**src/rtl/fp_ext_converter.sv**
```systemverilog
module fp_ext_converter (
  input  logic        clk,
  input  logic        rst_n,
  input  logic        in_valid,
  output logic        in_ready,
  input  logic [1:0]  in_fmt,
  input  logic [31:0] in_w0,
  input  logic [31:0] in_w1,
  input  logic [31:0] in_w2,
  output logic        out_valid,
  input  logic        out_ready,
  output logic [31:0] out_w0,
  output logic [31:0] out_w1,
  output logic [31:0] out_w2
);
  localparam int XBIAS = 16383;
  localparam int SBIAS = 127;
  localparam int DBIAS = 1023;

  logic acc;
  assign in_ready = !out_valid || out_ready;
  assign acc      = in_valid && in_ready;

  // widening
  logic        sgn;
  logic [10:0] w_e;
  logic [51:0] w_f;
  logic        w_max;
  logic [14:0] w_x;
  assign sgn = in_w0[31];
  always_comb begin
    if (in_fmt[0]) begin
      w_e   = in_w0[30:20];
      w_f   = {in_w0[19:0], in_w1};
      w_max = &in_w0[30:20];
    end else begin
      w_e   = {3'b0, in_w0[30:23]};
      w_f   = {in_w0[22:0], 29'b0};
      w_max = &in_w0[30:23];
    end
  end
  assign w_x = w_max ? 15'h7fff
             : 15'(w_e) + (in_fmt[0] ? 15'(XBIAS - DBIAS) : 15'(XBIAS - SBIAS));

  // narrowing
  logic [14:0] x_e;
  logic [63:0] x_m;
  logic        unused_low;
  assign x_e = in_w0[30:16];
  assign x_m = {in_w1, in_w2};
  assign unused_low = ^in_w0[15:0];

  logic [24:0] s_sum;
  logic [53:0] d_sum;
  logic [17:0] s_ne, d_ne;
  logic [22:0] s_fr, s_nan;
  logic [51:0] d_fr, d_nan;
  logic        s_c, d_c, s_under, s_over, d_under, d_over;

  assign s_sum   = {1'b0, x_m[63:40]} + 25'(x_m[39]);
  assign s_c     = s_sum[24];
  assign s_fr    = s_c ? s_sum[23:1] : s_sum[22:0];
  assign s_ne    = 18'(x_e) - 18'(XBIAS - SBIAS) + 18'(s_c);
  assign s_under = s_ne[17] || s_ne == 18'd0;
  assign s_over  = !s_ne[17] && s_ne >= 18'd255;
  assign s_nan   = x_m[62:40] | {22'b0, |x_m[39:0]};

  assign d_sum   = {1'b0, x_m[63:11]} + 54'(x_m[10]);
  assign d_c     = d_sum[53];
  assign d_fr    = d_c ? d_sum[52:1] : d_sum[51:0];
  assign d_ne    = 18'(x_e) - 18'(XBIAS - DBIAS) + 18'(d_c);
  assign d_under = d_ne[17] || d_ne == 18'd0;
  assign d_over  = !d_ne[17] && d_ne >= 18'd2047;
  assign d_nan   = x_m[62:11] | {51'b0, |x_m[10:0]};

  logic [31:0] n0, n1, n2;
  always_comb begin
    n0 = 32'b0; n1 = 32'b0; n2 = 32'b0;
    if (!in_fmt[1]) begin
      if (w_e == 11'd0 && w_f == 52'd0) n0 = 32'b0;
      else if (w_e == 11'd0)            n0 = {sgn, 31'b0};
      else begin
        n0 = {sgn, w_x, 16'b0};
        n1 = {1'b1, w_f[51:21]};
        n2 = {w_f[20:0], 11'b0};
      end
    end else if (!in_fmt[0]) begin
      if (x_e == 15'd0 && x_m == 64'd0) n0 = 32'b0;
      else if (&x_e)                    n0 = {sgn, 8'hff, s_nan};
      else if (x_e == 15'd0 || s_under) n0 = {sgn, 31'b0};
      else if (s_over)                  n0 = {sgn, 8'hff, 23'b0};
      else                              n0 = {sgn, s_ne[7:0], s_fr};
    end else begin
      if (x_e == 15'd0 && x_m == 64'd0) n0 = 32'b0;
      else if (&x_e)                    {n0, n1} = {sgn, 11'h7ff, d_nan};
      else if (x_e == 15'd0 || d_under) n0 = {sgn, 31'b0};
      else if (d_over)                  n0 = {sgn, 11'h7ff, 20'b0};
      else                              {n0, n1} = {sgn, d_ne[10:0], d_fr};
    end
  end

  always_ff @(posedge clk) begin
    if (!rst_n) begin
      out_valid <= 1'b0;
      out_w0 <= 32'b0; out_w1 <= 32'b0; out_w2 <= 32'b0;
    end else if (acc) begin
      out_valid <= 1'b1;
      out_w0 <= n0; out_w1 <= n1; out_w2 <= n2;
    end else if (out_ready) begin
      out_valid <= 1'b0;
    end
  end

  p_valid_after_accept_r1: assert property (@(posedge clk) disable iff (!rst_n)
    acc |=> out_valid);
  p_hold_on_stall_r2: assert property (@(posedge clk) disable iff (!rst_n)
    (out_valid && !out_ready) |=> (out_valid && $stable(out_w0) && $stable(out_w1) && $stable(out_w2)));
  p_zero_single_r4: assert property (@(posedge clk) disable iff (!rst_n)
    (acc && in_fmt == 2'd0 && in_w0[30:0] == 31'd0) |=> (out_w0 == 32'd0 && out_w1 == 32'd0));
  p_integer_bit_r5: assert property (@(posedge clk) disable iff (!rst_n)
    (acc && in_fmt == 2'd0 && in_w0[30:23] != 8'd0) |=> out_w1[31]);
  p_sign_kept_r5: assert property (@(posedge clk) disable iff (!rst_n)
    (acc && in_fmt == 2'd1 && in_w0[30:20] != 11'd0) |=> out_w0[31] == $past(in_w0[31]));
endmodule

```
**config.mk**
```make
export PLATFORM = sky130hd
export DESIGN_NAME = fp_ext_converter
export DESIGN_NICKNAME = d
export VERILOG_FILES = /design/src/rtl/fp_ext_converter.sv
export SDC_FILE = /design/constraint.sdc
export NUM_CORES = 1
export LEC_CHECK = 0
export BUFFER_PORTS_ARGS = -buffer_cell sky130_fd_sc_hd__clkbuf_2
export CAP_MARGIN = 20
export CORE_MARGIN = 10
export CORE_UTILIZATION = 47
export CTS_CLUSTER_DIAMETER = 80
export DETAILED_ROUTE_END_ITERATION = 8
export GPL_TIMING_DRIVEN = 0
export PLACE_DENSITY = 0.72
export SLEW_MARGIN = 20
export SYNTH_ARGS = -nofsm -noshare
export SYNTH_HDL_FRONTEND = slang
export SYNTH_SLANG_ARGS = --single-unit
```
**constraint.sdc**
```tcl
create_clock -name clk -period 12.8 [get_ports clk]
set_clock_uncertainty 0.1 [all_clocks]
set_input_delay 2.56 -clock clk [delete_from_list [all_inputs] [get_ports clk]]
set_output_delay 2.56 -clock clk [all_outputs]
set_load 0.01 [all_outputs]
```
# Yosys cells after proc, flatten, opt, wreduce, memory -nomap -nowiden
# Index checks and enable logic that the tools add are counted.
[word_totals]
ff_bits = 97
ramBits = 0
latch_bits = 0
out_inout_bits = 98
n_memories = 0
in_bits = 102
rom_bits = 0
[classes]
n_reduce_logical = 25
mul = 0
bitwise = 2
div_mod_pow = 0
magnitude_cmp = 2
add_sub_neg = 7
n_mux = 32
n_shift = 0
n_eq_ne = 0
[op_table]
columns = ["cell", "count"]
rows = [
  ["$mux W32", 16],
  ["$mux W31", 7],
  ["$mux W52", 2],
  ["$logic_not A64 Y1", 1],
  ["$add A53 B1 Y54", 1],
  ["$logic_not A52 Y1", 1],
  ["$or A52 B1 Y52", 1],
  ["$reduce_or A40 Y1", 1],
  ["$logic_not A18 Y1", 2],
  ["$add A16 B2 Y17", 2],
  ["$sub A15 B14 Y16 const B", 2],
  ["$add A24 B1 Y25", 1],
  ["$mux W23", 1],
  ["$or A23 B1 Y23", 1],
  ["$ge A18 B11 Y1 const B", 1],
  ["$ge A18 B8 Y1 const B", 1],
  ["$add A11 B14 Y15", 1],
  ["$logic_not A15 Y1", 1],
  ["$mux W15", 1],
  ["$reduce_and A15 Y1", 1],
  ["$logic_not A11 Y1", 1],
  ["$mux W11", 1],
  ["$reduce_and A11 Y1", 1],
  ["$reduce_or A11 Y1", 1],
  ["7 further kinds", 19],
]

# Logic depth before layout (Yosys ltp)
# Gate-level depths: netlist of the first run.
[depth]
depth_word = 10
ltp_mapped = 22
depth_no_buf = 18

# Worst setup path after synthesis of the first run
# Ideal clock, no wire load.
[synth_path]
path_type = "input-to-reg"
from = "input port in_w1[17]"
to = "register out_w0[21]"
required_time_ns = 12.614
path_stages = 20
arrival_time_ns = 6.963
setup_time_ns = 0.086
setup_slack_ns = 5.652
path_cell_list = "clkbuf_1 > and4_1 > and3_1 > clkbuf_1 > nand3_1 > nor3_1 > ha_1 > ha_1 > clkbuf_1 > nand4b_1 > or4b_1 > a21bo_2 > a211oi_1 > and3_1 > nor2b_1 > clkbuf_2 > o21ai_1 > a21boi_0 > nor4b_1 > a211oi_1"
[synth_via]
elab_chain_len = 10
word_cells_on_any_way = 33
classes_between = "add/sub (4); order compare (2); mux (13); reduce/logical (14)"
[synth_lines]
columns = ["item", "line_no", "source"]
rows = [
  ["start, declared", "8", "input logic [31:0] in_w1,"],
  ["$add A53 B1 Y54 or $add A24 B1 Y25 (tied branches)", "68, 60", ""],
  ["$add A16 B2 Y17 (on tied branches)", "71, 63", ""],
  ["$ge A18 B11 Y1 (tied with other cells)", "73", "assign d_over = !d_ne[17] && d_ne >= 18'd2047;"],
  ["$logic_and A1 B1 Y1 (tied with other cells)", "73", ""],
  ["$mux W31 (tied with other cells)", "97", "else if (d_over) n0 = {sgn, 11'h7ff, 20'b0};"],
  ["$mux W31 (on tied branches)", "96, 90", ""],
  ["$mux W31 (on tied branches)", "95, 89", ""],
  ["$mux W32 (on tied branches)", "94, 88", ""],
  ["$mux W32", "87", "end else if (!in_fmt[0]) begin"],
  ["$mux W32 (*)", "79", "if (!in_fmt[1]) begin"],
  ["end signal, assigned", "108", "out_w0 <= n0; out_w1 <= n1; out_w2 <= n2;"],
  ["end, declared", "12", "output logic [31:0] out_w0,"],
]
# Every way passes the cells marked *; elsewhere a longest branch is shown, timed or not.
# A chain may end at the register's enable or synchronous reset.

# Worst setup path after layout of the first run
[layout_path]
from = "input port in_w2[24]"
to = "register out_w0[5]"
[layout_via]
elab_chain_len = 10
word_cells_on_any_way = 18
classes_between = "add/sub (2); order compare (1); mux (8); reduce/logical (7)"
[layout_lines]
columns = ["item", "line_no", "source"]
rows = [
  ["start, declared", "9", "input logic [31:0] in_w2,"],
  ["$add A53 B1 Y54", "68", "assign d_sum = {1'b0, x_m[63:11]} + 54'(x_m[10]);"],
  ["$add A16 B2 Y17", "71", "assign d_ne = 18'(x_e) - 18'(XBIAS - DBIAS) + 18'(d_c);"],
  ["$ge A18 B11 Y1 (tied with other cells)", "73", ""],
  ["$logic_and A1 B1 Y1 or $logic_or A1 B1 Y1 (tied branches)", "73, 72", ""],
  ["$mux W31 or $logic_or A1 B1 Y1 (tied branches)", "97, 96", ""],
  ["$mux W31", "96", "else if (x_e == 15'd0 || d_under) n0 = {sgn, 31'b0};"],
  ["$mux W31", "95", "else if (&x_e) {n0, n1} = {sgn, 11'h7ff, d_nan};"],
  ["$mux W32", "94", "if (x_e == 15'd0 && x_m == 64'd0) n0 = 32'b0;"],
  ["$mux W32 (*)", "87", ""],
  ["$mux W32 (*)", "79", ""],
]
# Marks and branches as above.

==> metrics.log, run 1 <==
INFO  metric worst_hold_slack = about 350 ps
INFO  metric critPathTopFamily = simple AND/OR/NAND/NOR gates
INFO  metric die_height = approximately 150 um
INFO  metric starting_density_of_the_core = approximately 48%
INFO  metric post_synth_instance_area = about 0.0080 mm^2
INFO  metric worstPathBufferInverterCount = 4
INFO  metric post-dp-hpwl = around 33000 um
INFO  metric route.detailed.vias_per_inst = 6.91
INFO  metric run_status = complete, no violations
INFO  metric overall_fraction_of_global_route_tracks_in_use = around 36%
INFO  metric worst_setup_path_end_kind = register
INFO  metric startpoint = in_w2[24]
INFO  metric cts.reportedPaths.clkPinSlew = around 70 ps
INFO  metric row_count = between 40 and 50
INFO  metric reg2reg_to = out_w0[14]$_SDFFE_PN0P_
INFO  metric max-vdd-ir-drop = 75.0 uV
INFO  metric maximum_number_of_pins_on_one_net_before_global_route_repair = 15
INFO  metric fin_ws = around 4400 ps
INFO  metric synthFlopType = sky130_fd_sc_hd__dfxtp_1
INFO  metric post_drt_wl_per_cell = 27.2 um
INFO  metric hold-path-endpoint = out_w0[4]$_SDFFE_PN0P_
INFO  metric worst_path_largest_cell_delay = ~810 ps
INFO  metric criticalPathCategory = in -> reg
INFO  metric grt-ovfl-total = 0
INFO  metric hold_crit_start = out_w0[4]$_SDFFE_PN0P_
INFO  metric ys_top_cells_by_area = sky130_fd_sc_hd__dfxtp_1, sky130_fd_sc_hd__o21ai_0, sky130_fd_sc_hd__a21oi_1
INFO  metric critical_path.reg2reg.startpoint = out_valid$_SDFFE_PN0P_
INFO  metric cp_max_stage_cell = sky130_fd_sc_hd__nor2_1
INFO  metric filler_cell_count = around 1700
INFO  metric cts_buffers = 9
INFO  metric final-max-slew-violation-count = 0
INFO  metric route.antenna.remaining_nets = 0
INFO  metric cts-resized-gates = 0
INFO  metric cts.repair_timing.setup_buffer_count = 0
INFO  metric htree_levels = 3
INFO  metric max_slew.worst_pin.slew = about 1100 ps
INFO  metric ctsLongestPathBuffers = 2
INFO  metric dr.first_iter.drc_count = around 1900
INFO  metric gp_routability_congestion = 1.07
INFO  metric max_cap_violations = 0
INFO  metric timing.critical_path.required = 13010 ps
INFO  metric global_route_wire_length_before_repair = 62200 um
INFO  metric timing.final.setup_violations = 0
INFO  metric tcrit_tclk_final = about two thirds
INFO  metric setup-tns-final = 0 ps
INFO  metric synth_cell_types = 83
INFO  metric rsz_0062_raised_after_global_routing = false
INFO  metric fp.coreArea = roughly 0.017 mm^2
INFO  metric yosys_warnings = 0
INFO  metric mostFrequentLayoutCells = sky130_fd_sc_hd__clkbuf_2, sky130_fd_sc_hd__o21ai_0, sky130_fd_sc_hd__nand2_1, sky130_fd_sc_hd__nor2_1, sky130_fd_sc_hd__a21oi_1
INFO  metric syn-instance-count = 1145
INFO  metric design.final.nets = approximately 1500
INFO  metric antenna_found_initial = 0
INFO  metric fin_crit = 8420 ps
INFO  metric cts_tree = done
INFO  metric insertion_delay = ~360 ps
INFO  metric timing.fmax = between 100 and 150 MHz
INFO  metric final_common_cell = sky130_fd_sc_hd__clkbuf_2
INFO  metric timing.final.hold_violations = 0
INFO  metric fraction_of_the_yosys_area_taken_by_sequential_cells = between 20% and 30%
INFO  metric areaGrowthSynthToFinish = 18.4%
INFO  metric floorplan.io_pins = 200
INFO  metric worst_hold_path_type = reg -> reg
INFO  metric reg2reg_slack = around 9600 ps
INFO  metric cts_root_buf = sky130_fd_sc_hd__clkbuf_16
INFO  metric cts.hold.buffers_added = 0
INFO  metric pwr_density_cell = approximately 83 mW/mm^2
INFO  metric synth-seq-cells = 86
INFO  metric synthArstFlopShare = 0%
INFO  metric timing.critical_path.fanout_max = 10
INFO  metric portbufs = ~170
INFO  metric critical_path.cell_chain = clkbuf_2 -> nand4_2 -> nor4_1 -> nand4_1 -> or4_4 -> or4_4 -> buf_6 -> inv_2 -> ha_1 -> ha_1 -> nand2_1 -> nor4_1 -> xor2_1 -> o211ai_1 -> mux2_2 -> or2_2 -> buf_2 -> nor2_1 -> a21oi_1 -> o221ai_1 -> a32o_1
INFO  metric finalCoreUtilization = 56.8%
INFO  metric syn-mean-instance-area = 6.95 um^2
INFO  metric cell_depth_of_the_worst_flop_to_flop_path = 7
INFO  metric synth_top_area_share = between 20 and 25%
INFO  metric hold_depth = 1
INFO  metric drt-pass1-iter-count = 5
INFO  metric route.final.wire_length = 42500 um
INFO  metric numClockSinks = 86
INFO  metric static-leakage-power = between 3 and 4 nW
INFO  metric crit_arrival = between 8000 and 9000 ps
INFO  metric critPathLaunchType = input pin
INFO  metric detailroute.via_count = 10800
INFO  metric max-slew-margin-rel = ~29%
INFO  metric synth_enable_flop_cells = 0
INFO  metric die_area = about 0.023 mm^2
INFO  metric drive_gt1_share = 18.1%
INFO  metric grt_pass1_vias = around 10000
INFO  metric detail_route.drc_violations = 0
INFO  metric post-place-ws = between 4000 and 5000 ps
INFO  metric width_of_the_die = ~150 um
INFO  metric yosys.area.top_type = sky130_fd_sc_hd__dfxtp_1
-- through the flow --
| stage | power (mW) | area (um^2) | instances |
|---|---|---|---|
| final | 0.777 | 9420 | 1560 |
| after global routing | 0.792 | 9420 | 1559 |
| after CTS | 0.760 | 9410 | 1559 |
| after detailed placement | 0.491 | 9120 | 1544 |
| after global placement | 0.491 | 9120 | 1544 |
| after floorplan | 0.401 | 8000 | 1155 |
-- metal layers --
metal / wire (um) / vias up / global-route usage [%]
li1: - / 4695 / -
met1: 16600 / 4927 / 48.1
met2: 17200 / 993 / 50.5
met3: 6560 / 157 / 12.4
met4: 2130 / 0 / 17.1
met5: 0 / - / 0
-- synth_stat cells, types with 3 or more instances --
cell type / number
sky130_fd_sc_hd__nor4b_1: 5
sky130_fd_sc_hd__nand3b_1: 6
sky130_fd_sc_hd__nand2_1: 104
sky130_fd_sc_hd__a31oi_1: 29
sky130_fd_sc_hd__buf_2: 12
sky130_fd_sc_hd__o221ai_1: 8
sky130_fd_sc_hd__xnor2_1: 19
sky130_fd_sc_hd__and3_1: 31
sky130_fd_sc_hd__o31ai_1: 19
sky130_fd_sc_hd__nor2_1: 97
sky130_fd_sc_hd__o21ai_1: 9
sky130_fd_sc_hd__a221oi_1: 20
sky130_fd_sc_hd__a211oi_1: 10
sky130_fd_sc_hd__buf_1: 7
sky130_fd_sc_hd__a32o_1: 3
sky130_fd_sc_hd__nor2b_1: 10
sky130_fd_sc_hd__o21ai_0: 105
sky130_fd_sc_hd__inv_1: 18
sky130_fd_sc_hd__xor2_1: 12
sky130_fd_sc_hd__o221a_2: 4
sky130_fd_sc_hd__a21boi_0: 6
sky130_fd_sc_hd__o211ai_1: 5
sky130_fd_sc_hd__ha_1: 16
sky130_fd_sc_hd__nand2b_1: 6
sky130_fd_sc_hd__nor4_1: 40
sky130_fd_sc_hd__a21oi_1: 88
sky130_fd_sc_hd__nor3_1: 36
sky130_fd_sc_hd__buf_4: 12
sky130_fd_sc_hd__mux2_2: 6
sky130_fd_sc_hd__dfxtp_1: 86
sky130_fd_sc_hd__clkbuf_1: 69
sky130_fd_sc_hd__o22ai_1: 5
sky130_fd_sc_hd__or2_2: 5
sky130_fd_sc_hd__or4_1: 7
sky130_fd_sc_hd__and4_1: 8
sky130_fd_sc_hd__nand4_1: 23
sky130_fd_sc_hd__nand3_1: 50
sky130_fd_sc_hd__and2_1: 12
sky130_fd_sc_hd__nand4b_1: 4
sky130_fd_sc_hd__o21a_1: 6
sky130_fd_sc_hd__or3_1: 13
sky130_fd_sc_hd__mux2i_1: 26
sky130_fd_sc_hd__a21o_1: 11
sky130_fd_sc_hd__a22oi_1: 26
-- worst max path at each step --
stage,end,slack [ps],cells past startpoint
5_1_grt,out_w0[15]$_SDFFE_PN0P_,4260,21
3_5_place_dp,out_w0[4]$_SDFFE_PN0P_,4190,20
2_1_floorplan,out_w0[21]$_SDFFE_PN0P_,5650,20
4_1_cts,out_w0[4]$_SDFFE_PN0P_,4540,20
3_3_place_gp,out_w0[4]$_SDFFE_PN0P_,4130,20
6_report,out_w0[5]$_SDFFE_PN0P_,4380,21
-- sequential cells by signal, summed over array words and instances, names as in the netlist --
name	count
out_w2	21
out_w0	32
out_valid	1
out_w1	32
-- area by class of cell --
class / instances / area [um^2] / area share [%]
multi-input combinational: 943 / 5730 / 60.8
sequential: 86 / 1720 / 18.3
timing repair buffer: 169 / 846 / 8.98
buffer: 105 / 483 / 5.12
tap: 220 / 275 / 2.92
clock buffer: 10 / 229 / 2.43
inverter: 21 / 78.8 / 0.836
clock inverter: 5 / 60.1 / 0.637
antenna: 1 / 2.50 / 0.0266
-- cells by family (layout without fill, tap and decap cells) --
| group | count (synthesis) | after routing | share of synthesized area [%] |
|---|---|---|---|
| and+or+nand+nor | 467 | 467 | 30.3 |
| AOI/OAI and AO/OA | 386 | 386 | 31.0 |
| buffers and inverters | 126 | 310 | 7.06 |
| DFF | 86 | 86 | 21.6 |
| muxes | 32 | 32 | 4.12 |
| xor gates and xnor gates | 31 | 31 | 3.41 |
| adders and majority gates | 16 | 16 | 2.51 |
| other | 1 | 12 | 0.0471 |
-- worst reg2reg max path, stage by stage, from the launching register on --
cell	delay, ps
sky130_fd_sc_hd__dfxtp_1	310
sky130_fd_sc_hd__nand2b_1	120
sky130_fd_sc_hd__and2_1	140
sky130_fd_sc_hd__clkbuf_1	540
sky130_fd_sc_hd__nand2_1	190
sky130_fd_sc_hd__nor2_1	850
sky130_fd_sc_hd__nand2_1	480
sky130_fd_sc_hd__o31ai_1	360
-- report_power, final --
group / internal (mW) / switching (mW)
Clock: 0.151 / 0.130
Sequential: 0.280 / 0.00756
Combinational: 0.0656 / 0.144
Total: 0.497 / 0.281
Note: power is estimated with default switching activity, not from simulation.
==> run 2, diff against run 1 <==
--- a/config.mk
+++ b/config.mk
@@ -12,7 +12,7 @@
 export CTS_CLUSTER_DIAMETER = 80
 export DETAILED_ROUTE_END_ITERATION = 8
 export GPL_TIMING_DRIVEN = 0
-export PLACE_DENSITY = 0.72
+export PLACE_DENSITY = 0.75
 export SLEW_MARGIN = 20
 export SYNTH_ARGS = -nofsm -noshare
 export SYNTH_HDL_FRONTEND = slang
==> constraint.sdc (replaced) <==
create_clock -name clk -period 7.3 [get_ports clk]
set_clock_uncertainty 0.1 [all_clocks]
set_input_delay 1.46 -clock clk [delete_from_list [all_inputs] [get_ports clk]]
set_output_delay 1.46 -clock clk [all_outputs]
set_load 0.01 [all_outputs]
==> metrics.log, run 2 (same netlist as run 1, synthesis figures left out) <==
INFO  metric run_status = complete, no violations
INFO  metric detail_route.drc_violations = 0 (unchanged)
INFO  metric cts_root_buf = sky130_fd_sc_hd__clkbuf_16
INFO  metric worst_hold_path_type = reg -> reg
INFO  metric filler_cell_count = 1689 (-1.1%)
INFO  metric insertion_delay = 360 ps (about the same)
INFO  metric final_common_cell = sky130_fd_sc_hd__clkbuf_2
INFO  metric timing.fmax = between 100 and 150 MHz
INFO  metric overall_fraction_of_global_route_tracks_in_use = 36.2% (+0.25 points)
INFO  metric drt-pass1-iter-count = 7 (+2)
INFO  metric pwr_density_cell = 145 mW/mm^2 (+75%)
INFO  metric tcrit_tclk_final = 98.4%
INFO  metric design.final.nets = 1457 (+0.28%)
INFO  metric die_height = 150 um (unchanged)
INFO  metric ctsLongestPathBuffers = 2 (unchanged)
INFO  metric maximum_number_of_pins_on_one_net_before_global_route_repair = 16 (+1)
INFO  metric die_area = 0.0225 mm^2 (unchanged)
INFO  metric dr.first_iter.drc_count = 1928 (+1.6%)
INFO  metric finalCoreUtilization = 57.4% (+0.53 points)
INFO  metric cts_buffers = 9 (unchanged)
INFO  metric timing.critical_path.required = 7490 ps (-5520 ps)
INFO  metric largest_registers = out_w0 x32, out_w1 x32, out_w2 x21
INFO  metric portbufs = 169 (unchanged)
INFO  metric cts.hold.buffers_added = 0 (unchanged)
INFO  metric criticalPathCategory = in -> reg
INFO  metric htree_levels = 3 (unchanged)
INFO  metric timing.final.hold_violations = 0 (unchanged)
INFO  metric max-slew-margin-rel = 30.7% (+2.0 points)
INFO  metric post-dp-hpwl = 32800 um (+0.30%)
INFO  metric max_slew.worst_pin.slew = 1040 ps (-30.6 ps)
INFO  metric post_drt_wl_per_cell = 27.4 um (+0.62%)
INFO  metric row_count = 47 (unchanged)
INFO  metric cts_tree = done
INFO  metric gp_routability_congestion = 1.09 (+1.5%)
INFO  metric drive_gt1_share = 19.0% (+0.83 points)
INFO  metric detailroute.via_count = 10900 (+1.2%)
INFO  metric route.detailed.vias_per_inst = 6.97 (+0.91%)
INFO  metric width_of_the_die = 150 um (unchanged)
INFO  metric static-leakage-power = 3.75 nW (+1.5%)
INFO  metric final-max-slew-violation-count = 0 (unchanged)
INFO  metric critPathLaunchType = input pin
INFO  metric route.antenna.remaining_nets = 0 (unchanged)
INFO  metric mostFrequentLayoutCells = sky130_fd_sc_hd__clkbuf_2, sky130_fd_sc_hd__nand2_1, sky130_fd_sc_hd__o21ai_0, sky130_fd_sc_hd__nor2_1, sky130_fd_sc_hd__a21oi_1
INFO  metric max-vdd-ir-drop = 111 uV (+48%)
INFO  metric starting_density_of_the_core = 48.0% (unchanged)
INFO  metric areaGrowthSynthToFinish = 19.5%
INFO  metric numClockSinks = 86 (unchanged)
INFO  metric power.total = 1.37 mW (+77%)
INFO  metric antenna_found_initial = 0 (unchanged)
INFO  metric floorplan.io_pins = 200 (unchanged)
INFO  metric grt-ovfl-total = 0 (unchanged)
INFO  metric global_route_wire_length_before_repair = 62600 um (+0.69%)
INFO  metric timing.final.setup_violations = 0 (unchanged)
INFO  metric fin_crit = 7180 ps
INFO  metric max_cap_violations = 0 (unchanged)
INFO  metric crit_arrival = 7370 ps (-1260 ps)
INFO  metric worst_setup_path_end_kind = register
INFO  metric route.final.wire_length = 42900 um (+0.95%)
INFO  metric grt_pass1_vias = 10200 (+1.3%)
INFO  metric cts.reportedPaths.clkPinSlew = 70 ps (about the same)
INFO  metric timing.critical_path.fanout_max = 7 (-3)
INFO  metric fp.coreArea = 0.0166 mm^2 (unchanged)
==> run 2: cell types whose count changed in the layout (fill, tap and decap cells not counted), moves of 2 or more <==
cell / before / now
sky130_fd_sc_hd__buf_4: 12 / 16
sky130_fd_sc_hd__nor2_4: 0 / 2
sky130_fd_sc_hd__nand3_2: 0 / 2
sky130_fd_sc_hd__clkbuf_1: 70 / 68
sky130_fd_sc_hd__nor2_1: 97 / 95
sky130_fd_sc_hd__nand3_1: 50 / 48
==> run 2: area by class of cell <==
| cell class | instances | area [um^2] | share of cell area [%] |
|---|---|---|---|
| tap | 220 | 275 | 2.89 |
| multi-input combinational | 943 | 5770 | 60.6 |
| antenna | 1 | 2.50 | 0.0263 |
| sequential | 86 | 1720 | 18.1 |
| buffer | 105 | 487 | 5.12 |
| inverter | 21 | 78.8 | 0.829 |
| clock buffer | 10 | 239 | 2.51 |
| timing repair buffer | 173 | 876 | 9.21 |
| clock inverter | 6 | 66.3 | 0.697 |
==> run 2: worst paths after layout <==
check                               start                 endpoint  slack (ps)  cells after the start
hold / removal    out_w0[13]$_SDFFE_PN0P_  out_w0[13]$_SDFFE_PN0P_         350                      2
hold reg to reg   out_w0[13]$_SDFFE_PN0P_  out_w0[13]$_SDFFE_PN0P_         350                      2
setup reg to reg   out_valid$_SDFFE_PN0P_  out_w0[14]$_SDFFE_PN0P_        4170                      7
setup / recovery                in_w2[25]  out_w0[11]$_SDFFE_PN0P_         120                     20
==> run 2: critical path: stages <==
cell                       delay, ps
sky130_fd_sc_hd__clkbuf_2        180
sky130_fd_sc_hd__nand4_2         210
sky130_fd_sc_hd__nor4_1          320
sky130_fd_sc_hd__nand4_1         230
sky130_fd_sc_hd__or4_4           640
sky130_fd_sc_hd__or4_4           500
sky130_fd_sc_hd__buf_6           180
sky130_fd_sc_hd__inv_2           200
sky130_fd_sc_hd__ha_1            290
sky130_fd_sc_hd__ha_1            320
sky130_fd_sc_hd__nand2_1         110
sky130_fd_sc_hd__nor4_2          260
sky130_fd_sc_hd__xor2_1          210
sky130_fd_sc_hd__o211ai_1        110
sky130_fd_sc_hd__mux2_2          360
sky130_fd_sc_hd__or2_2           360
sky130_fd_sc_hd__nor3_1          810
sky130_fd_sc_hd__a21oi_1         130
sky130_fd_sc_hd__o221a_2         310
sky130_fd_sc_hd__o21ai_0         150
==> run 2: metrics by stage <==
stage	cells	TNS, ps	worst slack, ps	hold WS (ps)	instance area [um^2]
CTS	1560	0	42.4	358	9440
global placement	1544	-17040	-685	332	9120
global route	1564	-4.46	-4.46	399	9510
floorplan	1155	0	1250	376	8000
finish	1565	0	115	353	9510
detailed placement	1544	-6100	-437	342	9130
==> run 2: timing repair <==
action / 4_1_cts / 5_1_grt
setup buffers: 0 / 4
gates resized for setup: 1 / 11
hold endpoints to repair: 0 / 0
pin swaps: 0 / 1
setup endpoints to repair: 4 / 53
==> run 2: power by group <==
part / total (mW) / internal [mW] / switching, mW
sequential: 0.505 / 0.491 / 0.0144
clock: 0.502 / 0.277 / 0.225
combinational: 0.367 / 0.115 / 0.252
==> run 2: layer usage <==
layer | global-route usage (%) | part of all wire, % | up-vias | wire (um)
met1 | 47.3 | 38 | 5046 | 16400
met2 | 51.6 | 41 | 969 | 17500
li1 | - | - | 4710 | -
met4 | 18.2 | 5.6 | 0 | 2400
met3 | 12.7 | 15 | 180 | 6600
met5 | 0 | 0 | - | 0
